`config.mk`:
```
export PLATFORM = sky130hd
export DESIGN_NAME = i2c_burst_master
export DESIGN_NICKNAME = d
export VERILOG_FILES = /design/src/rtl/i2cb_pkg.sv /design/src/rtl/i2cb_qtick.sv /design/src/rtl/i2cb_engine.sv /design/src/rtl/i2cb_regs.sv /design/src/rtl/i2c_burst_master.sv
export SDC_FILE = /design/constraint.sdc
export NUM_CORES = 1
export LEC_CHECK = 0
export BUFFER_PORTS_ARGS = -buffer_cell sky130_fd_sc_hd__buf_2
export CORE_ASPECT_RATIO = 2
export CORE_MARGIN = 8
export CORE_UTILIZATION = 40
export CTS_CLUSTER_SIZE = 20
export DETAILED_ROUTE_END_ITERATION = 8
export GPL_ROUTABILITY_DRIVEN = 1
export HOLD_SLACK_MARGIN = 0.02
export PLACE_DENSITY_LB_ADDON = 0.05
export SLEW_MARGIN = 30
export SYNTH_ARGS = -nofsm -noshare
export SYNTH_HDL_FRONTEND = slang
export SYNTH_SLANG_ARGS = --single-unit
```
`constraint.sdc`:
```
create_clock -name clk -period 2.75 [get_ports clk]
set_clock_uncertainty 0.1 [all_clocks]
set_input_delay 0.1375 -clock clk [delete_from_list [all_inputs] [get_ports clk]]
set_output_delay 0.1375 -clock clk [all_outputs]
set_load 0.005 [all_outputs]
```
`src/rtl/i2cb_pkg.sv`:
```
package i2cb_pkg;
  localparam int REG_AW = 5;

  localparam logic [REG_AW-1:0] OFS_COUNT = 5'h00;
  localparam logic [REG_AW-1:0] OFS_CTRL  = 5'h01;
  localparam logic [REG_AW-1:0] OFS_STAT  = 5'h02;
  localparam logic [REG_AW-1:0] OFS_SADDR = 5'h03;
  localparam logic [REG_AW-1:0] OFS_BUF   = 5'h04;

  localparam int CTRL_EN_BIT  = 0;
  localparam int CTRL_GO_BIT  = 2;
  localparam int STAT_ERR_BIT = 2;
  localparam int STAT_CMP_BIT = 3;
  localparam int CLR_KEEP_BIT = 2;

  typedef enum logic [2:0] {
    EN_IDLE,
    EN_HELD,
    EN_START,
    EN_XFER,
    EN_STOP
  } eng_state_e;
endpackage

```
`src/rtl/i2cb_qtick.sv`:
```
module i2cb_qtick #(
  parameter int QTR = 312
) (
  input  logic clk,
  input  logic rst_n,
  input  logic run,
  output logic tick
);
  localparam int CW = (QTR > 1) ? $clog2(QTR) : 1;
  localparam logic [CW-1:0] LAST = CW'(QTR - 1);

  logic [CW-1:0] cnt;

  always_ff @(posedge clk) begin
    if (!rst_n || !run) cnt <= '0;
    else if (cnt == LAST) cnt <= '0;
    else cnt <= cnt + 1'b1;
  end

  assign tick = run && (cnt == LAST);
endmodule

```
`src/rtl/i2cb_engine.sv`:
```
module i2cb_engine
  import i2cb_pkg::*;
#(
  parameter int IDX_W = 4
) (
  input  logic             clk,
  input  logic             rst_n,
  input  logic             tick,
  input  logic             cmd_start,
  input  logic             cmd_stop,
  input  logic [7:0]       target_byte,
  input  logic [IDX_W-1:0] last_idx,
  input  logic [7:0]       fetch_byte,
  output logic [IDX_W-1:0] fetch_idx,
  output logic             rx_we,
  output logic [IDX_W-1:0] rx_idx,
  output logic [7:0]       rx_data,
  output logic             done_ok,
  output logic             done_err,
  output logic             busy,
  output logic             scl_oe,
  output logic             sda_oe,
  input  logic             sda_in
);
  eng_state_e       st;
  logic [1:0]       q;
  logic [3:0]       bitn;
  logic [7:0]       sh;
  logic [IDX_W-1:0] idx;
  logic             addr_ph;
  logic             rd_dir;
  logic             nack_seen;

  logic tx_ph;
  logic last_byte;
  logic ack_bit;

  assign tx_ph     = addr_ph || !rd_dir;
  assign last_byte = !addr_ph && (idx == last_idx);
  assign ack_bit   = (bitn == 4'd8);
  assign fetch_idx = addr_ph ? '0 : idx + 1'b1;
  assign busy      = (st == EN_START) || (st == EN_XFER) || (st == EN_STOP);

  always_ff @(posedge clk) begin
    if (!rst_n) begin
      st        <= EN_IDLE;
      q         <= '0;
      bitn      <= '0;
      sh        <= '0;
      idx       <= '0;
      addr_ph   <= 1'b0;
      rd_dir    <= 1'b0;
      nack_seen <= 1'b0;
      scl_oe    <= 1'b0;
      sda_oe    <= 1'b0;
      rx_we     <= 1'b0;
      rx_idx    <= '0;
      rx_data   <= '0;
      done_ok   <= 1'b0;
      done_err  <= 1'b0;
    end else begin
      rx_we    <= 1'b0;
      done_ok  <= 1'b0;
      done_err <= 1'b0;
      unique case (st)
        EN_IDLE: begin
          scl_oe <= 1'b0;
          sda_oe <= 1'b0;
          if (cmd_start) begin
            st <= EN_START;
            q  <= '0;
          end
        end
        EN_HELD: begin
          scl_oe <= 1'b1;
          if (cmd_start) begin
            st <= EN_START;
            q  <= '0;
          end else if (cmd_stop) begin
            st <= EN_STOP;
            q  <= '0;
          end
        end
        EN_START: if (tick) begin
          q <= q + 1'b1;
          unique case (q)
            2'd0: sda_oe <= 1'b0;
            2'd1: scl_oe <= 1'b0;
            2'd2: sda_oe <= 1'b1;
            default: begin
              scl_oe  <= 1'b1;
              st      <= EN_XFER;
              sh      <= target_byte;
              rd_dir  <= target_byte[0];
              addr_ph <= 1'b1;
              bitn    <= '0;
              idx     <= '0;
            end
          endcase
        end
        EN_XFER: if (tick) begin
          q <= q + 1'b1;
          unique case (q)
            2'd0: begin
              scl_oe <= 1'b1;
              if (!ack_bit) sda_oe <= tx_ph ? ~sh[7] : 1'b0;
              else          sda_oe <= tx_ph ? 1'b0 : !last_byte;
            end
            2'd1: scl_oe <= 1'b0;
            2'd2: begin
              if (!ack_bit) sh <= {sh[6:0], sda_in};
              else          nack_seen <= sda_in;
            end
            default: begin
              scl_oe <= 1'b1;
              if (!ack_bit) begin
                bitn <= bitn + 1'b1;
              end else begin
                bitn <= '0;
                if (tx_ph && nack_seen) begin
                  st       <= EN_HELD;
                  sda_oe   <= 1'b0;
                  done_err <= 1'b1;
                end else begin
                  if (!tx_ph) begin
                    rx_we   <= 1'b1;
                    rx_idx  <= idx;
                    rx_data <= sh;
                  end
                  if (last_byte) begin
                    st      <= EN_HELD;
                    sda_oe  <= 1'b0;
                    done_ok <= 1'b1;
                  end else begin
                    sh      <= fetch_byte;
                    addr_ph <= 1'b0;
                    if (!addr_ph) idx <= idx + 1'b1;
                  end
                end
              end
            end
          endcase
        end
        EN_STOP: if (tick) begin
          q <= q + 1'b1;
          unique case (q)
            2'd0: begin scl_oe <= 1'b1; sda_oe <= 1'b1; end
            2'd1: scl_oe <= 1'b0;
            2'd2: sda_oe <= 1'b0;
            default: st <= EN_IDLE;
          endcase
        end
        default: st <= EN_IDLE;
      endcase
    end
  end

  AST_SDA_STILL_SCL_HIGH: assert property (@(posedge clk) disable iff (!rst_n)
    (st == EN_XFER && $past(st) == EN_XFER && !scl_oe && !$past(scl_oe)) |-> $stable(sda_oe));
  AST_IDX_WITHIN_LEN: assert property (@(posedge clk) disable iff (!rst_n)
    (st == EN_XFER && !addr_ph) |-> (idx <= last_idx));
  AST_HELD_SCL_LOW: assert property (@(posedge clk) disable iff (!rst_n)
    (st == EN_HELD) |-> scl_oe);
  AST_IDLE_RELEASED: assert property (@(posedge clk) disable iff (!rst_n)
    (st == EN_IDLE && $past(st) == EN_IDLE) |-> (!scl_oe && !sda_oe));
endmodule

```
`src/rtl/i2cb_regs.sv`:
```
module i2cb_regs
  import i2cb_pkg::*;
#(
  parameter int BUF_DEPTH = 16,
  parameter int IDX_W     = 4
) (
  input  logic              clk,
  input  logic              rst_n,
  input  logic              bus_wr,
  input  logic [REG_AW-1:0] bus_addr,
  input  logic [7:0]        bus_wdata,
  output logic [7:0]        bus_rdata,
  input  logic              busy,
  input  logic              done_ok,
  input  logic              done_err,
  input  logic              rx_we,
  input  logic [IDX_W-1:0]  rx_idx,
  input  logic [7:0]        rx_data,
  input  logic [IDX_W-1:0]  fetch_idx,
  output logic [7:0]        fetch_byte,
  output logic [7:0]        target_byte,
  output logic [IDX_W-1:0]  last_idx,
  output logic              cmd_start,
  output logic              cmd_stop
);
  localparam int BUF_LO = int'(OFS_BUF);
  localparam int BUF_HI = BUF_LO + BUF_DEPTH;

  logic [IDX_W-1:0] cnt_q;
  logic [7:0]       addr_q;
  logic             stat_cmp;
  logic             stat_err;
  logic [7:0]       dbuf [BUF_DEPTH];

  logic             buf_hit;
  logic [IDX_W-1:0] buf_idx;
  logic             wr_open;
  logic             ctrl_take;
  logic             clr_hit;

  assign buf_hit   = (int'(bus_addr) >= BUF_LO) && (int'(bus_addr) < BUF_HI);
  assign buf_idx   = IDX_W'(bus_addr - OFS_BUF);
  assign wr_open   = bus_wr && !busy;
  assign ctrl_take = wr_open && (bus_addr == OFS_CTRL) && bus_wdata[CTRL_EN_BIT];
  assign cmd_start = ctrl_take && bus_wdata[CTRL_GO_BIT];
  assign cmd_stop  = ctrl_take && !bus_wdata[CTRL_GO_BIT];
  assign clr_hit   = bus_wr && (bus_addr == OFS_STAT) && !bus_wdata[CLR_KEEP_BIT];

  assign target_byte = addr_q;
  assign last_idx    = cnt_q;
  assign fetch_byte  = dbuf[fetch_idx];

  always_ff @(posedge clk) begin
    if (!rst_n) begin
      cnt_q  <= '0;
      addr_q <= '0;
    end else if (wr_open) begin
      if (bus_addr == OFS_COUNT) cnt_q  <= bus_wdata[IDX_W-1:0];
      if (bus_addr == OFS_SADDR) addr_q <= bus_wdata;
    end
  end

  always_ff @(posedge clk) begin
    if (!rst_n) begin
      for (int i = 0; i < BUF_DEPTH; i++) dbuf[i] <= '0;
    end else if (rx_we) begin
      dbuf[rx_idx] <= rx_data;
    end else if (wr_open && buf_hit) begin
      dbuf[buf_idx] <= bus_wdata;
    end
  end

  always_ff @(posedge clk) begin
    if (!rst_n) begin
      stat_cmp <= 1'b0;
      stat_err <= 1'b0;
    end else begin
      if (cmd_start) stat_cmp <= 1'b0;
      if (cmd_stop || clr_hit) stat_err <= 1'b0;
      if (done_ok) begin
        stat_cmp <= 1'b1;
        stat_err <= 1'b0;
      end
      if (done_err) stat_err <= 1'b1;
    end
  end

  always_comb begin
    bus_rdata = '0;
    if (buf_hit) begin
      bus_rdata = dbuf[buf_idx];
    end else begin
      unique case (bus_addr)
        OFS_COUNT: bus_rdata = 8'(cnt_q);
        OFS_STAT: begin
          bus_rdata[STAT_CMP_BIT] = stat_cmp;
          bus_rdata[STAT_ERR_BIT] = stat_err;
        end
        OFS_SADDR: bus_rdata = addr_q;
        default:   bus_rdata = '0;
      endcase
    end
  end

  AST_OK_SETS_ONLY_CMP: assert property (@(posedge clk) disable iff (!rst_n)
    done_ok |=> (stat_cmp && !stat_err));
  AST_NACK_SETS_ERR: assert property (@(posedge clk) disable iff (!rst_n)
    done_err |=> stat_err);
  AST_TARGET_FROZEN_BUSY: assert property (@(posedge clk) disable iff (!rst_n)
    (bus_wr && busy && bus_addr == OFS_SADDR) |=> $stable(addr_q));
  AST_LEN_FROZEN_BUSY: assert property (@(posedge clk) disable iff (!rst_n)
    (bus_wr && busy && bus_addr == OFS_COUNT) |=> $stable(cnt_q));
endmodule

```
`src/rtl/i2c_burst_master.sv`:
```
module i2c_burst_master
  import i2cb_pkg::*;
#(
  parameter int SYS_CLK_HZ = 125_000_000,
  parameter int SCL_HZ     = 100_000,
  parameter int BUF_DEPTH  = 16
) (
  input  logic       clk,
  input  logic       rst_n,
  input  logic       bus_wr,
  input  logic [4:0] bus_addr,
  input  logic [7:0] bus_wdata,
  output logic [7:0] bus_rdata,
  output logic       scl_oe,
  output logic       sda_oe,
  input  logic       sda_in
);
  localparam int QTR   = SYS_CLK_HZ / (4 * SCL_HZ);
  localparam int IDX_W = $clog2(BUF_DEPTH);

  logic             tick;
  logic             busy;
  logic             cmd_start;
  logic             cmd_stop;
  logic [7:0]       target_byte;
  logic [IDX_W-1:0] last_idx;
  logic [IDX_W-1:0] fetch_idx;
  logic [7:0]       fetch_byte;
  logic             rx_we;
  logic [IDX_W-1:0] rx_idx;
  logic [7:0]       rx_data;
  logic             done_ok;
  logic             done_err;

  i2cb_qtick #(.QTR(QTR)) u_tick (
    .clk  (clk),
    .rst_n(rst_n),
    .run  (busy),
    .tick (tick)
  );

  i2cb_regs #(.BUF_DEPTH(BUF_DEPTH), .IDX_W(IDX_W)) u_regs (
    .clk        (clk),
    .rst_n      (rst_n),
    .bus_wr     (bus_wr),
    .bus_addr   (bus_addr),
    .bus_wdata  (bus_wdata),
    .bus_rdata  (bus_rdata),
    .busy       (busy),
    .done_ok    (done_ok),
    .done_err   (done_err),
    .rx_we      (rx_we),
    .rx_idx     (rx_idx),
    .rx_data    (rx_data),
    .fetch_idx  (fetch_idx),
    .fetch_byte (fetch_byte),
    .target_byte(target_byte),
    .last_idx   (last_idx),
    .cmd_start  (cmd_start),
    .cmd_stop   (cmd_stop)
  );

  i2cb_engine #(.IDX_W(IDX_W)) u_eng (
    .clk        (clk),
    .rst_n      (rst_n),
    .tick       (tick),
    .cmd_start  (cmd_start),
    .cmd_stop   (cmd_stop),
    .target_byte(target_byte),
    .last_idx   (last_idx),
    .fetch_byte (fetch_byte),
    .fetch_idx  (fetch_idx),
    .rx_we      (rx_we),
    .rx_idx     (rx_idx),
    .rx_data    (rx_data),
    .done_ok    (done_ok),
    .done_err   (done_err),
    .busy       (busy),
    .scl_oe     (scl_oe),
    .sda_oe     (sda_oe),
    .sda_in     (sda_in)
  );
endmodule

```
Word level (Yosys, flattened, before mapping) --
Memories as Yosys holds them, arrays and structs flattened. Index checks and enable logic that the tools add are counted.
Cells by class: add/subtract/negate cells 5, order comparisons 2, eq/ne operators 39, muxes and demuxes 95, bitwise gates (word level) 8, reductions and logical operators 55
Operators with widths (count):
- 8-bit two-way mux | 10
- 4-bit two-way mux | 15
- 1-bit two-way mux | 37
- 3-bit two-way mux | 12
- 8-bit one-hot mux with 2 select lines | 2
- 2-bit inequality test, second input constant | 14
- 9-bit AND reduction | 3
- 8-bit OR reduction | 3
- 3-bit inequality test, second input constant | 7
- 4-bit one-hot mux with 2 select lines | 2
- 3-bit one-hot mux with 5 select lines | 1
- 1-bit one-hot mux with 2 select lines | 7
- 1-bit logical AND | 12
- 2-bit one-hot mux with 3 select lines | 2
- 5-bit by 2-bit equality test with 1-bit output, second input constant | 2
- 10-bit AND reduction | 1
- 9-bit by 1-bit adder with 9-bit output, second input constant | 1
- 9-bit equality test, second input constant | 1
- 3-bit by 2-bit inequality test with 1-bit output, second input constant | 3
- 4-bit by 1-bit adder with 4-bit output, second input constant | 2
- 2-bit two-way mux | 4
- 1-bit NOT | 8
- 4-bit AND reduction | 2
- 8-bit AND reduction | 1
- 34 further kinds | 52
Word-level totals: flip-flop bits (word level) 64, RAM bits 128, bits of input ports 17, output and inout bits 10, word-level logic and storage cells 225, memories 1
Memory list:
- u_regs.dbuf | words 16, width 8, read ports 2, clocked after memory_dff 0, write ports 16, line i2cb_regs.sv:33 | logic [7:0] dbuf [BUF_DEPTH];

Logic depth before layout (Yosys ltp) --
depth after elaboration 12, depth in mapped cells 10, gate-level depth less buffers 7

By module --
Synthesis repeated with hierarchy kept, for this count alone.
Second synthesis, totals: cell total of the unflattened synthesis 939, area total of the unflattened synthesis 10749.1 um^2
By module, submodules not included:
- i2cb_regs | times used 1, cells an instance 596, area each 7906.3 um^2, seq. area each 4124.0 um^2
- i2cb_engine | times used 1, cells an instance 301, area each 2448.6 um^2, seq. area each 820.8 um^2
- i2cb_qtick | times used 1, cells an instance 42, area each 394.1 um^2, seq. area each 180.2 um^2

Worst setup path after synthesis --
Ideal clock, no wire load.
path kind reg2reg, start reg u_eng.st[0], end mem u_regs.dbuf[8][0], enable pin, library setup time 0.387 ns, data arrival time 2.404 ns, required time 2.263 ns, slack -0.140 ns, cell stages (with the launch flop) 10, path buffers 4, cell sequence dfxtp_1 > buf_6 > or3b_1 > buf_2 > and4_4 > buf_6 > buf_6 > nand3_1 > o21ai_0 > o31ai_1
RTL lines:
- start: declaration | line i2cb_engine.sv:25 | eng_state_e st;
- start signal: assignment | line i2cb_engine.sv:46 | st <= EN_IDLE;
- start signal: assignment | line i2cb_engine.sv:70 | st <= EN_START;
- start signal: assignment | line i2cb_engine.sv:77 | st <= EN_START;
- end: declaration | line i2cb_regs.sv:33

==> results.json <==
{
  "seq_area_frac_synth": 0.477,
  "drive_gt1_frac": 0.231,
  "endpoint_kind": "register",
  "ys_warn_count": 0,
  "yosys.area_share.simple": 0.168,
  "num_rows": 85,
  "synth_top_family_by_area": "simple AND/OR/NAND/NOR gates",
  "coreArea_um2": 26700,
  "drc": 0,
  "p_leak_nw": 4.15,
  "routedWlPerCell_um": 25.4,
  "synth-adder-area-share": 0.0117,
  "fp.dieW_um": 132,
  "grt_start_max_net_pins": 41,
  "synth-main-ff-cell": "edfxtp_1",
  "final_net_count": 1072,
  "vias": 8536,
  "dieHeight_um": 248,
  "ys_seq_elements": 192,
  "synthArstFlopShare": 0,
  "crit_fanout": 8,
  "synth_xor_area_frac": 0.0113,
  "synth_cell_types": 74,
  "area_delta_synth_final_pct": 14.7,
  "synthMuxAreaShare": 0.141,
  "tritoncts": "built",
  "final_hold_viol_count": 0,
  "root_buffer": "clkbuf_16",
  "drt-initial-drc-count": 917,
  "syn_nets": 1010,
  "period_needed_ns": 2.62,
  "drv_cap": 0,
  "rsz0062_at_grt": "false",
  "grt_pass1_wl_mm": 53.5,
  "detail-route-antenna-nets": 0,
  "drv_slew": 0,
  "clock_path_buffers": 2,
  "finalSetupViolations": 0,
  "hp-class": "in -> reg",
  "cp_slowest_cell": "o41a_1",
  "antennaDiodeCount": 0,
  "worstSetupPathType": "reg -> reg",
  "crit_arrival_ns": 2.69,
  "holdWs_ns": 0.125,
  "synth_cells": 983,
  "final_common_cell": "nor2_1",
  "initial_core_util": 0.402,
  "antenna_found_initial": 0,
  "layout_common_cells": "nor2_1 (183), edfxtp_1 (128), buf_4 (80)",
  "first_pass_iters": 6,
  "cp_data_required_time_ns": 2.81,
  "fillerInstances": 2528,
  "avgSynthCellArea_um2": 10.9,
  "synth_edf_count": 128,
  "vias_per_cell": 6.08,
  "cts-buffers-inserted": 17,
  "fmax_ghz": 0.381,
  "pin_count": 27,
  "tightest_slew_ns": 0.896,
  "place_inst": 1365,
  "outcome": "finished, final reports clean",
  "postRouteWirelength_mm": 35.7,
  "gr-total-overflow": 0,
  "cts_setup_buffers": 0,
  "port_buffers": 26,
  "startpoint_type": "register",
  "powerDensity_nw_per_um2": 495,
  "dieArea_um2": 32700,
  "synth_area_um2": 10700,
  "layout_worst_path_cycle_share": 0.954,
  "cpMostUsedCell": "buf_4",
  "cts.sinks": 192,
  "dp_hpwl_mm": 27.1,
  "grt.total_usage": 0.222,
  "synth_compound_area_frac": 0.153,
  "grt_pass1_vias": 8298,
  "htreeDepth": 4,
  "instances_no_fill": 1405,
  "relSlewSlack": 0.403,
  "slowest_delay_ns": 0.60,
  "clk_pin_slew_ns": 0.08,
  "gp_congestion": 0.876,
  "irDropWorstVdd_v": 0.000388,
  "clk_latency_ns": 0.46,
  "crit_chain": "or3b_1 -> buf_4 -> nand3_1 -> o41a_1 -> o31ai_1 -> buf_4"
}
-- timing repair --
item	4_1_cts	5_1_grt
hold buffers	9	0
resized for setup	1	0
hold endpoints to repair	14	0
endpoints found under the setup margin	16	0
-- flip-flops by register name, indices dropped and copies added (netlist names), 2 cells and up --
register            count
u_eng.bitn              4
u_eng.q                 2
u_eng.rx_idx            4
u_regs.target_byte      8
u_eng.rx_data           8
u_eng.idx               4
u_eng.st                3
u_regs.dbuf           128
u_tick.cnt              9
u_eng.sh                8
u_regs.last_idx         4
-- synth_stat cells (all sizes together), types with 10 or more instances --
cell type	number	share of area
nand2	65	0.023
o211ai	11	0.0086
dfxtp	64	0.12
a211oi	13	0.010
mux4	54	0.11
o31ai	25	0.017
nand2b	10	0.0058
nor2	183	0.064
and3	14	0.0082
inv	12	0.0042
ha	10	0.012
clkbuf	36	0.013
nand3	27	0.013
o21ai	42	0.025
edfxtp	128	0.36
a21oi	44	0.023
o221ai	19	0.017
buf	41	0.021
mux2i	27	0.025
-- routing by layer --
layer	up-vias	wire, um	global-route usage
li1	3846	-	-
met1	4278	14400	0.270
met2	331	17400	0.368
met3	81	2070	0.0365
met4	0	1760	0.123
met5	-	0	0
-- cell type report --
| class | count | area (um^2) | share of cell area |
|---|---|---|---|
| Clock buffer | 20 | 437 | 0.0355 |
| Tap cell | 348 | 435 | 0.0354 |
| Sequential cell | 192 | 5120 | 0.416 |
| Clock inverter | 11 | 109 | 0.00884 |
| Inverter | 12 | 45.0 | 0.00366 |
| Timing Repair Buffer | 120 | 921 | 0.0748 |
| Multi-Input combinational cell | 702 | 5240 | 0.426 |
-- stage by stage --
stage               total power, mW  setup TNS (ns)  instance area, um^2  setup WS (ns)  utilization
detailed placement             3.75           -2.37                11700         -0.181        0.437
floorplan                      3.53          -10.17                10800         -0.140            -
global placement               3.74           -1.39                11700        -0.0954        0.437
global route                   6.27               0                12300        0.00574        0.461
CTS                            6.15               0                12300         0.0875        0.461
finish                         6.10               0                12300          0.127        0.461
-- kinds of logic (layout without fill, tap and decap cells) --
kind of cell / after synthesis / after routing
AOI/OAI and AO/OA: 215 / 215
and+or+nand+nor: 381 / 381
adders and majority gates: 10 / 10
DFF: 192 / 192
buffers and inverters: 89 / 163
xor gates and xnor gates: 13 / 13
muxes: 83 / 83
-- where the power goes --
group | total (mW) | internal (mW) | switching, mW
Clock | 2.40 | 1.25 | 1.15
Combinational | 0.500 | 0.210 | 0.290
Sequential | 3.20 | 3.14 | 0.0569
Total | 6.10 | 4.60 | 1.50
-- path summary, 6_finish.rpt --
path	end	cells after the start	start	slack (ns)
hold / removal	u_regs.stat_cmp	3	rst_n	0.13
setup / recovery	u_regs.dbuf[13][6]	6	u_eng.st[1]	0.13
hold reg to reg	u_eng.rx_data[1]	2	u_eng.rx_data[1]	0.35
setup reg to reg	u_regs.dbuf[13][6]	6	u_eng.st[1]	0.13
-- critical path: cells and delay by family (launching register included) --
kind	cells	cell delay [ns]
buffers and inverters	2	0.40
AOI/OAI and AO/OA	2	1.04
and+or+nand+nor	2	0.40
DFF	1	0.40
No activity file was read; power rests on OpenSTA's default activity.
